--- config.mk ---
export PLATFORM = sky130hd
export DESIGN_NAME = dfl_i2c_ctrl
export DESIGN_NICKNAME = d
export VERILOG_FILES = /design/src/rtl/dfl_i2c_pkg.sv /design/src/rtl/dfl_line_filter.sv /design/src/rtl/dfl_i2c_engine.sv /design/src/rtl/dfl_ctrl_bank.sv /design/src/rtl/dfl_i2c_ctrl.sv
export SDC_FILE = /design/constraint.sdc
export NUM_CORES = 1
export LEC_CHECK = 0
export BUFFER_PORTS_ARGS = -buffer_cell sky130_fd_sc_hd__buf_2
export CAP_MARGIN = 40
export CORE_ASPECT_RATIO = 1.25
export CORE_MARGIN = 3
export CORE_UTILIZATION = 49
export CTS_CLUSTER_SIZE = 8
export DETAILED_ROUTE_END_ITERATION = 10
export PLACE_DENSITY = 0.75
export SETUP_SLACK_MARGIN = 0.4
export SLEW_MARGIN = 5
export SYNTH_ARGS = -nofsm -noshare
export SYNTH_HDL_FRONTEND = slang
export SYNTH_SLANG_ARGS = --single-unit
--- constraint.sdc ---
create_clock -name clk -period 2.2 [get_ports clk]
set_clock_uncertainty 0.2 [all_clocks]
set_input_delay 0.11 -clock clk [delete_from_list [all_inputs] [get_ports clk]]
set_output_delay 0.11 -clock clk [all_outputs]
set_load 0.1 [all_outputs]
--- src/rtl/dfl_i2c_pkg.sv ---
package dfl_i2c_pkg;

    typedef enum logic [2:0] {
        ST_IDLE,
        ST_ADDR,
        ST_ADDR_ACK,
        ST_WR_BYTE,
        ST_WR_ACK,
        ST_RD_BYTE,
        ST_RD_ACK,
        ST_IGNORE
    } i2c_state_t;

    localparam int BYTE_W  = 8;
    localparam int BCNT_W  = 4;

endpackage

--- src/rtl/dfl_line_filter.sv ---
module dfl_line_filter #(
    parameter int HOLD_CYCLES = 8
) (
    input  logic clk,
    input  logic rst_n,
    input  logic pin_i,
    output logic sync_o,
    output logic level_o
);

    localparam int CNT_W = $clog2(HOLD_CYCLES + 1);

    logic             meta_q;
    logic             sync_q;
    logic [CNT_W-1:0] run_q;

    // Two-flop synchronizer, then a new level is accepted only after it
    // has been seen for HOLD_CYCLES consecutive samples.
    always_ff @(posedge clk or negedge rst_n) begin
        if (!rst_n) begin
            meta_q  <= 1'b1;
            sync_q  <= 1'b1;
            level_o <= 1'b1;
            run_q   <= '0;
        end else begin
            meta_q <= pin_i;
            sync_q <= meta_q;
            if (sync_q == level_o) begin
                run_q <= '0;
            end else if (run_q == CNT_W'(HOLD_CYCLES - 1)) begin
                level_o <= sync_q;
                run_q   <= '0;
            end else begin
                run_q <= run_q + 1'b1;
            end
        end
    end

    assign sync_o = sync_q;

endmodule

--- src/rtl/dfl_i2c_engine.sv ---
module dfl_i2c_engine
    import dfl_i2c_pkg::*;
#(
    parameter logic [6:0] DEV_ADDR = 7'h46
) (
    input  logic              clk,
    input  logic              rst_n,
    input  logic              scl_f,
    input  logic              sda_f,
    input  logic [BYTE_W-1:0] status_byte,
    output logic              sda_pull_low,
    output logic              wr_sub_stb,
    output logic              wr_dat_stb,
    output logic [BYTE_W-1:0] wr_byte,
    output i2c_state_t        state_o,
    output logic              stop_o
);

    i2c_state_t        state_q, state_d;
    logic              scl_q, sda_q;
    logic [BYTE_W-1:0] shreg_q;
    logic [BCNT_W-1:0] bit_cnt_q;
    logic              sub_phase_q;

    logic scl_rise, scl_fall, start_det, stop_det, addr_hit, byte_full;

    assign scl_rise  = scl_f & ~scl_q;
    assign scl_fall  = ~scl_f & scl_q;
    assign start_det = scl_f & scl_q & sda_q & ~sda_f;
    assign stop_det  = scl_f & scl_q & ~sda_q & sda_f;
    assign addr_hit  = (shreg_q[7:1] == DEV_ADDR);
    assign byte_full = (bit_cnt_q == BCNT_W'(BYTE_W));

    // Filtered line history for edge and condition detection.
    always_ff @(posedge clk or negedge rst_n) begin
        if (!rst_n) begin
            scl_q <= 1'b1;
            sda_q <= 1'b1;
        end else begin
            scl_q <= scl_f;
            sda_q <= sda_f;
        end
    end

    // State register.
    always_ff @(posedge clk or negedge rst_n) begin
        if (!rst_n) state_q <= ST_IDLE;
        else        state_q <= state_d;
    end

    // Next-state decode.
    always_comb begin
        state_d = state_q;
        if (start_det) begin
            state_d = ST_ADDR;
        end else if (stop_det) begin
            state_d = ST_IDLE;
        end else begin
            unique case (state_q)
                ST_IDLE:     state_d = ST_IDLE;
                ST_IGNORE:   state_d = ST_IGNORE;
                ST_ADDR:     if (scl_fall && byte_full)
                                 state_d = addr_hit ? ST_ADDR_ACK : ST_IGNORE;
                ST_ADDR_ACK: if (scl_fall)
                                 state_d = shreg_q[0] ? ST_RD_BYTE : ST_WR_BYTE;
                ST_WR_BYTE:  if (scl_fall && byte_full) state_d = ST_WR_ACK;
                ST_WR_ACK:   if (scl_fall) state_d = ST_WR_BYTE;
                ST_RD_BYTE:  if (scl_fall && byte_full) state_d = ST_RD_ACK;
                ST_RD_ACK:   if (scl_fall) state_d = ST_IGNORE;
                default:     state_d = ST_IDLE;
            endcase
        end
    end

    // Datapath and outputs: shifting, bit counting, SDA drive, strobes.
    always_ff @(posedge clk or negedge rst_n) begin
        if (!rst_n) begin
            shreg_q      <= '0;
            bit_cnt_q    <= '0;
            sda_pull_low <= 1'b0;
            sub_phase_q  <= 1'b1;
            wr_sub_stb   <= 1'b0;
            wr_dat_stb   <= 1'b0;
            wr_byte      <= '0;
        end else begin
            wr_sub_stb <= 1'b0;
            wr_dat_stb <= 1'b0;
            if (start_det || stop_det) begin
                bit_cnt_q    <= '0;
                sda_pull_low <= 1'b0;
            end else begin
                unique case (state_q)
                    ST_ADDR, ST_WR_BYTE: begin
                        if (scl_rise && !byte_full) begin
                            shreg_q   <= {shreg_q[BYTE_W-2:0], sda_f};
                            bit_cnt_q <= bit_cnt_q + 1'b1;
                        end else if (scl_fall && byte_full) begin
                            bit_cnt_q <= '0;
                            if (state_q == ST_ADDR) begin
                                sda_pull_low <= addr_hit;
                            end else begin
                                sda_pull_low <= 1'b1;
                                wr_byte      <= shreg_q;
                                wr_sub_stb   <= sub_phase_q;
                                wr_dat_stb   <= ~sub_phase_q;
                                sub_phase_q  <= 1'b0;
                            end
                        end
                    end
                    ST_ADDR_ACK: begin
                        if (scl_fall) begin
                            sub_phase_q <= 1'b1;
                            bit_cnt_q   <= '0;
                            if (shreg_q[0]) begin
                                shreg_q      <= status_byte;
                                sda_pull_low <= ~status_byte[BYTE_W-1];
                            end else begin
                                sda_pull_low <= 1'b0;
                            end
                        end
                    end
                    ST_WR_ACK: begin
                        if (scl_fall) sda_pull_low <= 1'b0;
                    end
                    ST_RD_BYTE: begin
                        if (scl_rise) begin
                            bit_cnt_q <= bit_cnt_q + 1'b1;
                        end else if (scl_fall) begin
                            if (byte_full) begin
                                sda_pull_low <= 1'b0;
                            end else begin
                                shreg_q      <= {shreg_q[BYTE_W-2:0], 1'b0};
                                sda_pull_low <= ~shreg_q[BYTE_W-2];
                            end
                        end
                    end
                    ST_IDLE, ST_RD_ACK, ST_IGNORE: begin
                        sda_pull_low <= 1'b0;
                    end
                    default: sda_pull_low <= 1'b0;
                endcase
            end
        end
    end

    assign state_o = state_q;
    assign stop_o  = stop_det;

endmodule

--- src/rtl/dfl_ctrl_bank.sv ---
module dfl_ctrl_bank
    import dfl_i2c_pkg::*;
#(
    parameter int               NUM_ADJ     = 22,
    parameter int               NUM_CTL     = 14,
    parameter logic [BYTE_W-1:0] ADJ_DEFAULT = 8'h80
) (
    input  logic                      clk,
    input  logic                      rst_n,
    input  logic                      wr_sub_stb,
    input  logic                      wr_dat_stb,
    input  logic [BYTE_W-1:0]         wr_byte,
    input  logic                      hlock_in,
    input  logic                      vlock_in,
    input  logic                      prot_trip_in,
    output logic [NUM_ADJ*BYTE_W-1:0] adj_bus,
    output logic [NUM_CTL-1:0]        ctl_bits,
    output logic [BYTE_W-1:0]         status_byte,
    output logic                      prot_latch_o,
    output logic                      trip_sync_o,
    output logic                      clr_stb_o
);

    localparam int CTL_REGS = (NUM_CTL + BYTE_W - 1) / BYTE_W;
    localparam int CLR_SUB  = NUM_ADJ + CTL_REGS;
    localparam int LAST_SUB = CLR_SUB;

    logic [BYTE_W-1:0] sub_ptr_q;
    logic [2:0]        in_meta_q, in_sync_q;
    logic              prot_latch_q;
    logic              clr_stb;

    // Subaddress counter with wrap past the last implemented address.
    always_ff @(posedge clk or negedge rst_n) begin
        if (!rst_n) begin
            sub_ptr_q <= '0;
        end else if (wr_sub_stb) begin
            sub_ptr_q <= wr_byte;
        end else if (wr_dat_stb) begin
            sub_ptr_q <= (sub_ptr_q >= BYTE_W'(LAST_SUB)) ? '0 : sub_ptr_q + 1'b1;
        end
    end

    for (genvar i = 0; i < NUM_ADJ; i++) begin : g_adj
        logic [BYTE_W-1:0] val_q;
        always_ff @(posedge clk or negedge rst_n) begin
            if (!rst_n)
                val_q <= ADJ_DEFAULT;
            else if (wr_dat_stb && sub_ptr_q == BYTE_W'(i))
                val_q <= wr_byte;
        end
        assign adj_bus[i*BYTE_W +: BYTE_W] = val_q;
    end

    for (genvar b = 0; b < NUM_CTL; b++) begin : g_ctl
        localparam int REG_IDX = NUM_ADJ + b / BYTE_W;
        localparam int POS     = b % BYTE_W;
        logic bit_q;
        always_ff @(posedge clk or negedge rst_n) begin
            if (!rst_n)
                bit_q <= 1'b0;
            else if (wr_dat_stb && sub_ptr_q == BYTE_W'(REG_IDX))
                bit_q <= wr_byte[POS];
        end
        assign ctl_bits[b] = bit_q;
    end

    // Status input synchronizers: {trip, vlock, hlock}.
    always_ff @(posedge clk or negedge rst_n) begin
        if (!rst_n) begin
            in_meta_q <= '0;
            in_sync_q <= '0;
        end else begin
            in_meta_q <= {prot_trip_in, vlock_in, hlock_in};
            in_sync_q <= in_meta_q;
        end
    end

    assign clr_stb = wr_dat_stb && (sub_ptr_q == BYTE_W'(CLR_SUB)) && wr_byte[0];

    // Sticky protection latch, trip dominates clear.
    always_ff @(posedge clk or negedge rst_n) begin
        if (!rst_n)             prot_latch_q <= 1'b0;
        else if (in_sync_q[2])  prot_latch_q <= 1'b1;
        else if (clr_stb)       prot_latch_q <= 1'b0;
    end

    assign status_byte  = {5'b0, prot_latch_q, in_sync_q[1], in_sync_q[0]};
    assign prot_latch_o = prot_latch_q;
    assign trip_sync_o  = in_sync_q[2];
    assign clr_stb_o    = clr_stb;

endmodule

--- src/rtl/dfl_i2c_ctrl.sv ---
module dfl_i2c_ctrl
    import dfl_i2c_pkg::*;
#(
    parameter logic [6:0]        DEV_ADDR    = 7'h46,
    parameter int                FILT_CYCLES = 8,
    parameter int                NUM_ADJ     = 22,
    parameter int                NUM_CTL     = 14,
    parameter logic [BYTE_W-1:0] ADJ_DEFAULT = 8'h80
) (
    input  logic                      clk,
    input  logic                      pwr_rst_n,
    input  logic                      scl_in,
    input  logic                      sda_in,
    output logic                      sda_pull_low,
    input  logic                      hlock_in,
    input  logic                      vlock_in,
    input  logic                      prot_trip_in,
    output logic [NUM_ADJ*BYTE_W-1:0] adj_bus,
    output logic [NUM_CTL-1:0]        ctl_bits
);

    logic              scl_f, sda_f, scl_s, sda_s;
    logic              wr_sub_stb, wr_dat_stb;
    logic [BYTE_W-1:0] wr_byte, status_byte;
    i2c_state_t        eng_state;
    logic              stop_evt, prot_latch, trip_s, clr_stb;

    dfl_line_filter #(.HOLD_CYCLES(FILT_CYCLES)) u_scl_filt (
        .clk     (clk),
        .rst_n   (pwr_rst_n),
        .pin_i   (scl_in),
        .sync_o  (scl_s),
        .level_o (scl_f)
    );

    dfl_line_filter #(.HOLD_CYCLES(FILT_CYCLES)) u_sda_filt (
        .clk     (clk),
        .rst_n   (pwr_rst_n),
        .pin_i   (sda_in),
        .sync_o  (sda_s),
        .level_o (sda_f)
    );

    dfl_i2c_engine #(.DEV_ADDR(DEV_ADDR)) u_eng (
        .clk          (clk),
        .rst_n        (pwr_rst_n),
        .scl_f        (scl_f),
        .sda_f        (sda_f),
        .status_byte  (status_byte),
        .sda_pull_low (sda_pull_low),
        .wr_sub_stb   (wr_sub_stb),
        .wr_dat_stb   (wr_dat_stb),
        .wr_byte      (wr_byte),
        .state_o      (eng_state),
        .stop_o       (stop_evt)
    );

    dfl_ctrl_bank #(
        .NUM_ADJ     (NUM_ADJ),
        .NUM_CTL     (NUM_CTL),
        .ADJ_DEFAULT (ADJ_DEFAULT)
    ) u_bank (
        .clk          (clk),
        .rst_n        (pwr_rst_n),
        .wr_sub_stb   (wr_sub_stb),
        .wr_dat_stb   (wr_dat_stb),
        .wr_byte      (wr_byte),
        .hlock_in     (hlock_in),
        .vlock_in     (vlock_in),
        .prot_trip_in (prot_trip_in),
        .adj_bus      (adj_bus),
        .ctl_bits     (ctl_bits),
        .status_byte  (status_byte),
        .prot_latch_o (prot_latch),
        .trip_sync_o  (trip_s),
        .clr_stb_o    (clr_stb)
    );

endmodule

## After elaboration in Yosys (flattened, before gate mapping)

Cells that the tools add are included.
Widths: inputs -> output; s select.

- Add/subtract/negate cells: 4
- Magnitude comparators: 1
- Equal/unequal tests: 60
- Mux-type cells: 59
- Bitwise gates (word level): 18
- Reduce and logical (&&, ||, !) cells: 48

Operator list:

| kind | count |
|---|---|
| $eq 8x5->1 const B | 9 |
| $mux 8 | 9 |
| $eq 8x4->1 const B | 8 |
| $mux 4 | 9 |
| $eq 8x3->1 const B | 4 |
| $mux 3 | 10 |
| $logic_and 1x1->1 | 28 |
| $ne 4x1->1 const B | 7 |
| $mux 1 | 26 |
| $pmux 3 s8 | 1 |
| $pmux 8 s3 | 1 |
| $reduce_and 6->1 | 3 |
| $eq 8x2->1 const B | 2 |
| $ne 3x1->1 const B | 5 |
| $add 4x1->4 const B | 3 |
| $eq 3x3->1 const B | 4 |
| $pmux 4 s3 | 1 |
| $not 1->1 | 11 |
| $ne 2x1->1 const B | 5 |
| $add 8x1->8 const B | 1 |
| $eq 4x3->1 const B | 2 |
| $eq 8x1->1 const B | 1 |
| $ge 8x5->1 const B | 1 |
| $logic_not 8->1 | 1 |
| 24 further kinds | 38 |

- Bits in registers: 248
- Bits of input ports: 7
- Output and inout port bits: 191
- Logic and storage cells: 249

## Logic depth before layout (Yosys ltp)

Gate-level depths: netlist (run 1).

- Depth after elaboration: 7
- Gate-level depth with buffers: 8
- Mapped depth without buffers: 7

## Cells and area by module

From an unflattened synthesis (run 1), not the netlist that was laid out.

- Cells, all modules: 724
- Area, all modules: 10557.6 um2

Modules (own cells, without submodules):

| module | times used | cells each | area an instance (um2) | seq. area each (um2) |
|---|---|---|---|---|
| dfl_ctrl_bank | 1 | 527 | 8256.7 | 5157.4 |
| dfl_i2c_engine | 1 | 158 | 1740.4 | 729.4 |
| dfl_line_filter (u_sda_filt) | 1 | 19 | 289.0 | 178.9 |
| dfl_line_filter (u_scl_filt) | 1 | 20 | 271.5 | 178.9 |

## Worst setup path after synthesis (run 1)

No wires, ideal clock.

- Path kind: flip-flop to flip-flop
- Start point: reg u_eng.scl_q
- End point: reg u_eng.shreg_q[6]
- Library setup time: 0.121 ns
- Data arrival time: 1.757 ns
- Data required time: 1.879 ns
- Path slack: 0.122 ns
- Stages on the path, launching flop included: 6
- Buffers on the path: 0
- Clock period less this slack: 2.078 ns
- Cells stage by stage: dfstp_2 > nor2b_1 > o21ai_0 > nor4_2 > o21ai_1 > a22o_1

- Word-level cells in the longest chain between the ends: 6
- Elaborated cells between the ends (all ways): 16
- Classes of those cells: eq/ne: 4; bitwise: 9; reduce/logical: 3

RTL lines:

| element | line | source |
|---|---|---|
| start, declared | dfl_i2c_engine.sv:20 | `logic scl_q, sda_q;` |
| start signal, assigned | dfl_i2c_engine.sv:40 | `scl_q <= scl_f;` |
| $and 1x1->1 | dfl_i2c_engine.sv:29, dfl_i2c_engine.sv:30 |  |
| $and 1x1->1, on equally long branches (2 in a row) | dfl_i2c_engine.sv:29, dfl_i2c_engine.sv:30 |  |
| $logic_or 1x1->1 | dfl_i2c_engine.sv:88 | `if (start_det \|\| stop_det) begin` |
| $not 1->1 (no source line) | -- |  |
| $reduce_and 8->1 (no source line) * | -- |  |
| end signal, assigned | dfl_i2c_engine.sv:95 | `shreg_q <= {shreg_q[BYTE_W-2:0], sda_f};` |
| end signal, assigned | dfl_i2c_engine.sv:115 | `shreg_q <= status_byte;` |
| end signal, assigned | dfl_i2c_engine.sv:132 | `shreg_q <= {shreg_q[BYTE_W-2:0], 1'b0};` |
| end, declared | dfl_i2c_engine.sv:21 | `logic [BYTE_W-1:0] shreg_q;` |

Mark *: on every way between the ends. The rest lies on a longest branch, timed or not.
A chain may end at the register's enable or synchronous reset.

## Worst setup path in the final report (run 1)

- Start point: reg u_bank.sub_ptr_q[4]
- End point: reg u_bank.g_adj[1].val_q[5]

- Word-level cells in the longest chain between the ends: 2

RTL lines:

| element | line | source |
|---|---|---|
| start, declared | dfl_ctrl_bank.sv:28 | `logic [BYTE_W-1:0] sub_ptr_q;` |
| start signal, assigned | dfl_ctrl_bank.sv:38 | `sub_ptr_q <= wr_byte;` |
| start signal, assigned | dfl_ctrl_bank.sv:40 | `sub_ptr_q <= (sub_ptr_q >= BYTE_W'(LAST_SUB)) ? '0 : sub_ptr_q + 1'b1;` |
| $eq 8x1->1 | dfl_ctrl_bank.sv:49 | `else if (wr_dat_stb && sub_ptr_q == BYTE_W'(i))` |
| $logic_and 1x1->1 | dfl_ctrl_bank.sv:49 |  |
| end signal, assigned | dfl_ctrl_bank.sv:50 | `val_q <= wr_byte;` |
| end, declared | dfl_ctrl_bank.sv:45 | `logic [BYTE_W-1:0] val_q;` |

No other way between the ends.

==> summary.md, run 1 <==
| Metric | Value |
|---|---|
| Register area share after synthesis | 62.0% |
| Worst-path fanout max | 8 |
| Crit. End Element | flip-flop |
| Vias per cell | 5.32 |
| Area Overhead vs Synth | 43.1% |
| Maximum vdd ir drop | 646 uV |
| Maximum clock rate | 474 MHz |
| Worst-Skew Late Latency | 0.51 ns |
| Core area | 20200 um^2 |
| DP Cell Count | 1192 |
| Synth area leaders | dfrtp_1 54%, mux2_2 22%, dfstp_2 8.1% |
| Ant diodes | 0 |
| Final Hold Vio Count | 0 |
| Max-cap violations | 0 |
| Commonest non-fill, non-tap cell in the layout | dfrtp_1 |
| Syn nets | 724 |
| H-tree Lvls | 2 |
| Crit Path Class | flip-flop to flip-flop |
| FF+latch count, synth | 248 |
| Cells after Synth | 709 |
| Clock Path Buffers | 3 |
| Startpoint types | flip-flop |
| Final period util | 96.0% |
| Gr usage total | 23.3% |
| Commonest non-fill, non-tap cells in the layout | 210 x dfrtp_1, 192 x buf_2, 148 x mux2_4, 51 x mux2_2, 47 x buf_4 |
| IO buf count | 197 |
| CTS tree | done |
| Chip Height | 166 um |
| DRT iter0 DRCs | 317 |
| Critical-path top delay cell | dfrtp_1 |
| Rows | 58 |
| Synth top area share | 53.9% |
| Post-Syn Area | 10100 um^2 |
| Number of distinct library cells after synthesis | 54 |
| Area leader, netlist | dfrtp_1 |
| Starting density of the core | 49.9% |
| Final Slew Violations | 0 |
| # IOs | 198 |
| Vias in the first global route | 7394 |
| Die Area | 22300 um^2 |
| Worst-path clk slew | 0.05 ns |
| DR pass1 iterations | 4 |
| Gr ovfl total | 0 |
| RSZ-0062 raised after global routing | yes |
| Post-Route WL | 26.7 mm |
| Layout Cells excl Fill | 1297 |
| Final setup fails | 0 |
| Routability cong. | 0.873 |
| Largest net degree at the start of global routing | 67 |
| Critical path, cell by cell | nor4_4 -> buf_6 -> nand3_4 -> nor3_4 -> buf_12 -> mux2_4 |
| Hold/Removal Path Class | input pin to flip-flop |
| Final #Nets | 1017 |
| Syn avg cell area | 14.2 um^2 |
| Share of cells above drive strength 1 | 62.8% |
| Required @ worst endpoint | 2.39 ns |
| Final min period | 2.11 ns |
| Leakage | 7.14 nW |
| Initial antenna violation count | 0 |
| Async SR Flop Fraction | 100% |
| Post-DP HPWL | 16.6 mm |
| CTS root buf | clkbuf_16 |
| Delay of the slowest critical-path stage | 0.43 ns |
| Synth Warn # | 0 |
| Post-synth EDFFs | 0 |
| DR WL/cell | 20.6 um |
| Post-route cell area | 14400 um^2 |
| Die width | 134 um |
| Final ANT Viol Nets | 0 |
| Outcome | complete, no violations |
| CTS Buf Count | 36 |
| Main synth FF type | dfrtp_1 |
| Area after DPL | 12000 um^2 |
| Via count | 6896 |
| First-pass GRT wire length | 41.4 mm |
| Slew HR | 59.2% |
| Critical Path AT | 2.30 ns |
| Post-route DRC | 0 |
| Pwr dens | 822 nW/um^2 |
| Worst-Margin Slew | 0.613 ns |
| Clock sinks | 248 |
[worst paths after layout]
| check | start | to | slack, ns | depth (start not counted) |
|---|---|---|---|---|
| worst min-delay path | hlock_in | u_bank.in_meta_q[0] | 0.05 | 2 |
| worst max-delay path | u_bank.sub_ptr_q[4] | u_bank.g_adj[1].val_q[5] | 0.09 | 6 |
| max in group asynchronous | pwr_rst_n | u_bank.g_adj[0].val_q[7] | 0.54 | 4 |
| worst max register to register | u_bank.sub_ptr_q[4] | u_bank.g_adj[1].val_q[5] | 0.09 | 6 |
| min in group asynchronous | pwr_rst_n | u_bank.g_adj[6].val_q[5] | 0.48 | 3 |
| worst min register to register | u_bank.in_meta_q[0] | u_bank.in_sync_q[0] | 0.15 | 0 |
[where the power goes]
part / internal (mW) / switching, mW / total [mW]
clock: 3.07 / 1.92 / 4.98
combinational: 0.910 / 0.912 / 1.82
sequential: 4.81 / 0.242 / 5.05
total: 8.79 / 3.07 / 11.9
[per-stage QoR]
stage | setup WS, ns | setup TNS (ns) | utilization (%) | power [mW] | hold WS (ns)
after CTS | 0.147 | 0 | 68.2 | 11.7 | 0.0374
after global routing | 0.0507 | 0 | 71.5 | 12.4 | 0.0440
after detailed placement | -0.0337 | -0.374 | 59.6 | 6.42 | -0.103
after floorplan | 0.135 | 0 | - | 5.91 | -0.386
after global placement | -0.00909 | -0.0542 | 59.5 | 6.38 | -0.103
final | 0.0889 | 0 | 71.5 | 11.9 | 0.0547
[timing repair]
action                                  CTS  global route
setup buffers                            26             8
cloned                                    0             1
pin swaps                                32            31
resized for setup                        95           151
hold buffers                              7             0
endpoints found under the hold margin   228             0
endpoints found under the setup margin  206           237
[cell families after synthesis]
family	count (synthesis)	synth area share, %
flops	248	62.0
buf+inv	54	2.56
compound gates	61	4.22
mux	199	22.2
xor+xnor	5	0.435
fa+ha+maj	8	0.994
simple gates	134	7.56
[worst max-delay path, delay by kind of cell, from the launching register on]
family | cells | cell delay [ns]
flip-flops | 1 | 0.43
multiplexers | 1 | 0.30
buffers and inverters | 2 | 0.36
AND/OR/NAND/NOR | 3 | 0.71
[state kept, by name, summed over array words and instances (netlist names)]
register / flops
u_bank.in_sync_q: 3
u_eng.wr_byte: 8
u_sda_filt.run_q: 4
u_eng.shreg_q: 8
u_scl_filt.level_o: 1
u_sda_filt.level_o: 1
u_bank.g_ctl.bit_q: 14
u_bank.prot_latch_o: 1
u_bank.in_meta_q: 3
u_scl_filt.sync_o: 1
u_scl_filt.run_q: 4
u_eng.state_o: 3
u_eng.sda_q: 1
u_eng.scl_q: 1
u_bank.sub_ptr_q: 8
u_sda_filt.meta_q: 1
u_eng.sub_phase_q: 1
u_eng.wr_sub_stb: 1
u_eng.sda_pull_low: 1
u_bank.g_adj.val_q: 176
u_eng.wr_dat_stb: 1
u_sda_filt.sync_o: 1
u_eng.bit_cnt_q: 4
u_scl_filt.meta_q: 1
[area by class of cell]
cell class	count	area (um^2)
Inverter	8	30.0
Timing Repair Buffer	301	2230
Clock buffer	60	991
Multi-Input combinational cell	407	4530
Fill cell	1322	5760
Tap cell	270	338
Sequential cell	248	6250
Clock inverter	3	48.8
[routing by layer]
layer  up-vias  part of all wire [%]  GRT usage, %
met5         -                     0             0
met4         0                   3.4          9.12
met3        61                   4.7          4.64
met2       190                    51          39.3
met1      3553                    41          29.6
li1       3092                     -             -
[synth_stat cells, types with 4 or more instances]
library cell  count
nor3_1            7
a21oi_1           7
a22oi_1           4
dfstp_2          31
nand2_1          33
mux2_2          199
nor2_2           18
clkbuf_1         29
inv_1             8
buf_4            14
ha_1              8
nand3_1          12
a22o_1            5
nand2b_1          9
nor2_1           21
nor2b_1          10
dfrtp_1         217
o21ai_0          14
xnor2_1           5
o22ai_1           7
Note: power is estimated with default switching activity, not from simulation.
==> run 2: changes to the inputs <==
Settings changed: BUFFER_PORTS_ARGS -buffer_cell sky130_fd_sc_hd__buf_2 to default, DONT_BUFFER_PORTS from default to 1, PLACE_DENSITY 0.75 to 0.66.
==> run 2 against run 1 <==
Effect of this change: the flow now finishes with violations (hold timing); register-to-register slack worse by 0.03 ns; sequential cell count unchanged; non-clock buffer count down 25; first-iteration DRC count increased by 47%; core utilization grew 0.30 points; clock power about the same; via count up 3.1%; sequential share of layout area down 0.19 points; total power is 1.5% higher; critical path type unchanged; largest power group unchanged.
==> summary.md, run 2 (synthesis results as in run 1) <==
| Metric | Value |
|---|---|
| Post-Route WL | 28.3 mm (+6.0%) |
| Startpoint types | flip-flop |
| Die Area | 22300 um^2 (unchanged) |
| Routability cong. | 0.858 (-1.7%) |
| Register Area | 6250 um^2 (about the same) |
| RSZ-0062 raised after global routing | yes |
| Final min period | 2.14 ns (+0.0276 ns) |
| CTS Buf Count | 36 (unchanged) |
| Maximum clock rate | 468 MHz (-1.3%) |
| Final setup fails | 0 (unchanged) |
| Commonest non-fill, non-tap cell in the layout | buf_4 |
| Max FFs per register | 176 (unchanged) |
| Outcome | finished with violations |
| Final period util | 97.2% (+1.3 points) |
| Critical-path top delay cell | dfrtp_1 |
| Critical path, cell by cell | nor4_4 -> buf_6 -> nand3_4 -> buf_4 -> nor2_4 -> buf_12 -> mux2_2 |
| Hold_buf cts | 10 (+3) |
| DR WL/cell | 22.3 um (+8.2%) |
| Worst-path fanout max | 8 (unchanged) |
| CTS root buf | clkbuf_16 |
| Initial antenna violation count | 0 (unchanged) |
| Gr usage total | 23.5% (+0.23 points) |
| Chip Height | 166 um (unchanged) |
| Worst-Margin Slew | 0.669 ns (+0.0560 ns) |
| Largest net degree at the start of global routing | 249 (+270%) |
| Ant diodes | 0 (unchanged) |
| Share of cells above drive strength 1 | 61.1% (-1.7 points) |
| Biggest regs | u_bank.g_adj.val_q (176), u_bank.g_ctl.bit_q (14) |
| Vias per cell | 5.59 (+5.2%) |
| Worst-Skew Late Latency | 0.51 ns (about the same) |
| DRT iter0 DRCs | 465 (+47%) |
| Crit Path Class | flip-flop to flip-flop |
| Maximum vdd ir drop | 795 uV (+23%) |
| # fillers | 1303 (-1.4%) |
| DR pass1 iterations | 5 (+1) |
| Hold/Removal Path Class | input pin to async pin |
| WHS | -0.888 ns (-0.943 ns) |
| Slew HR | 55.4% (-3.7 points) |
| Starting density of the core | 49.9% (unchanged) |
| Final #Nets | 992 (-2.5%) |
| Post-DP HPWL | 16.6 mm (+0.33%) |
| Die width | 134 um (unchanged) |
| Rows | 58 (unchanged) |
| Vias in the first global route | 7503 (+1.5%) |
| Final Slew Violations | 0 (unchanged) |
| Delay of the slowest critical-path stage | 0.43 ns (about the same) |
| R2R Path End | u_bank.g_adj[10].val_q[6] |
| Clock sinks | 248 (unchanged) |
| Via count | 7107 (+3.1%) |
| Post-route DRC | 0 (unchanged) |
| Commonest non-fill, non-tap cells in the layout | 221 x buf_4, 211 x dfrtp_1, 101 x mux2_4, 98 x mux2_2, 37 x clkbuf_16 |
| Pwr dens | 831 nW/um^2 (+1.1%) |
| First-pass GRT wire length | 41.8 mm (+0.98%) |
| Max-cap violations | 0 (unchanged) |
| Required @ worst endpoint | 2.38 ns (about the same) |
| Violated checks | hold timing |
| Worst r2r src | u_bank.sub_ptr_q[5] |
| # IOs | 198 (unchanged) |
| Worst-path clk slew | 0.06 ns (about the same) |
| IO buf count | 0 (-100%) |
| Total power | 12.0 mW (+1.5%) |
| Area Overhead vs Synth | 43.7% |
| R2R Setup Slk | 0.06 ns (-0.03 ns) |
| Final Hold Vio Count | 248 (+248) |
| Crit. End Element | flip-flop |
| Gr ovfl total | 0 (unchanged) |
| Top reg by flops | u_bank.g_adj.val_q |
| Multi-input gate area | 4370 um^2 (-3.6%) |
| Final ANT Viol Nets | 0 (unchanged) |
| H-tree Lvls | 2 (unchanged) |
| CTS tree | done |
| Critical Path AT | 2.32 ns (+0.02 ns) |
| Clock Path Buffers | 3 (unchanged) |
| Core area | 20200 um^2 (unchanged) |
| R2R cell count | 7 (+1) |
| Leakage | 6.93 nW (-2.9%) |
## run 2: worst max-delay path: cells and delay by family, from the launching register on
kind	cells	cell delay, ns
mux	1	0.33
buf+inv	3	0.52
simple gates	3	0.52
flops	1	0.43
## run 2: worst max path at each step
stage | from | endpoint | slack (ns) | cells past startpoint
after floorplan | u_sda_filt.level_o | u_eng.shreg_q[0] | 0.13 | 7
after global placement | u_bank.sub_ptr_q[5] | u_bank.g_ctl[6].bit_q | 0.05 | 5
after detailed placement | u_bank.sub_ptr_q[6] | u_bank.g_adj[14].val_q[3] | -0.01 | 5
after CTS | u_bank.sub_ptr_q[5] | u_bank.g_adj[20].val_q[1] | 0.11 | 7
after global routing | u_bank.sub_ptr_q[5] | u_bank.g_adj[2].val_q[1] | -0.01 | 6
final | u_bank.sub_ptr_q[5] | u_bank.g_adj[10].val_q[6] | 0.06 | 7
## run 2: layout make-up
type | instances | share of cell area, %
clock buffer | 60 | 6.99
sequential | 248 | 43.2
clock inverter | 2 | 0.121
inverter | 8 | 0.207
timing repair buffer | 276 | 17.0
tap | 270 | 2.33
multi-input combinational | 407 | 30.2
## run 2: repair_timing
| action | in CTS | in global routing |
|---|---|---|
| pin swaps | 29 | 25 |
| endpoints found under the hold margin | 253 | 248 |
| gates cloned | 0 | 0 |
| buffers inserted | 21 | 16 |
| endpoints found under the setup margin | 215 | 222 |
| resized for setup | 90 | 105 |
## run 2: power breakdown
part	switching (mW)	total, mW	internal (mW)	leakage [nW]
clock network	1.89	5.00	3.11	0.492
logic	0.940	1.92	0.984	3.14
registers	0.303	5.12	4.81	3.30
total	3.13	12.0	8.91	6.93
## run 2: per-stage QoR
step / cells / instance area (um^2) / TNS, ns / worst slack [ns] / util [%]
floorplan: 709 / 10200 / 0 / 0.135 / -
global placement: 1161 / 12200 / 0 / 0.0470 / 60.5
detailed placement: 1162 / 12200 / -0.0241 / -0.0115 / 60.7
CTS: 1255 / 13900 / 0 / 0.107 / 69.0
global route: 1271 / 14500 / -0.0105 / -0.0105 / 71.8
finish: 1271 / 14500 / 0 / 0.0614 / 71.8
## run 2: layer usage
metal,track usage (%),up-vias,wire length [um]
li1,-,3049,-
met1,27.8,3699,10600
met2,42.5,283,15400
met3,4.24,76,1460
met4,8.64,0,891
met5,0,-,0
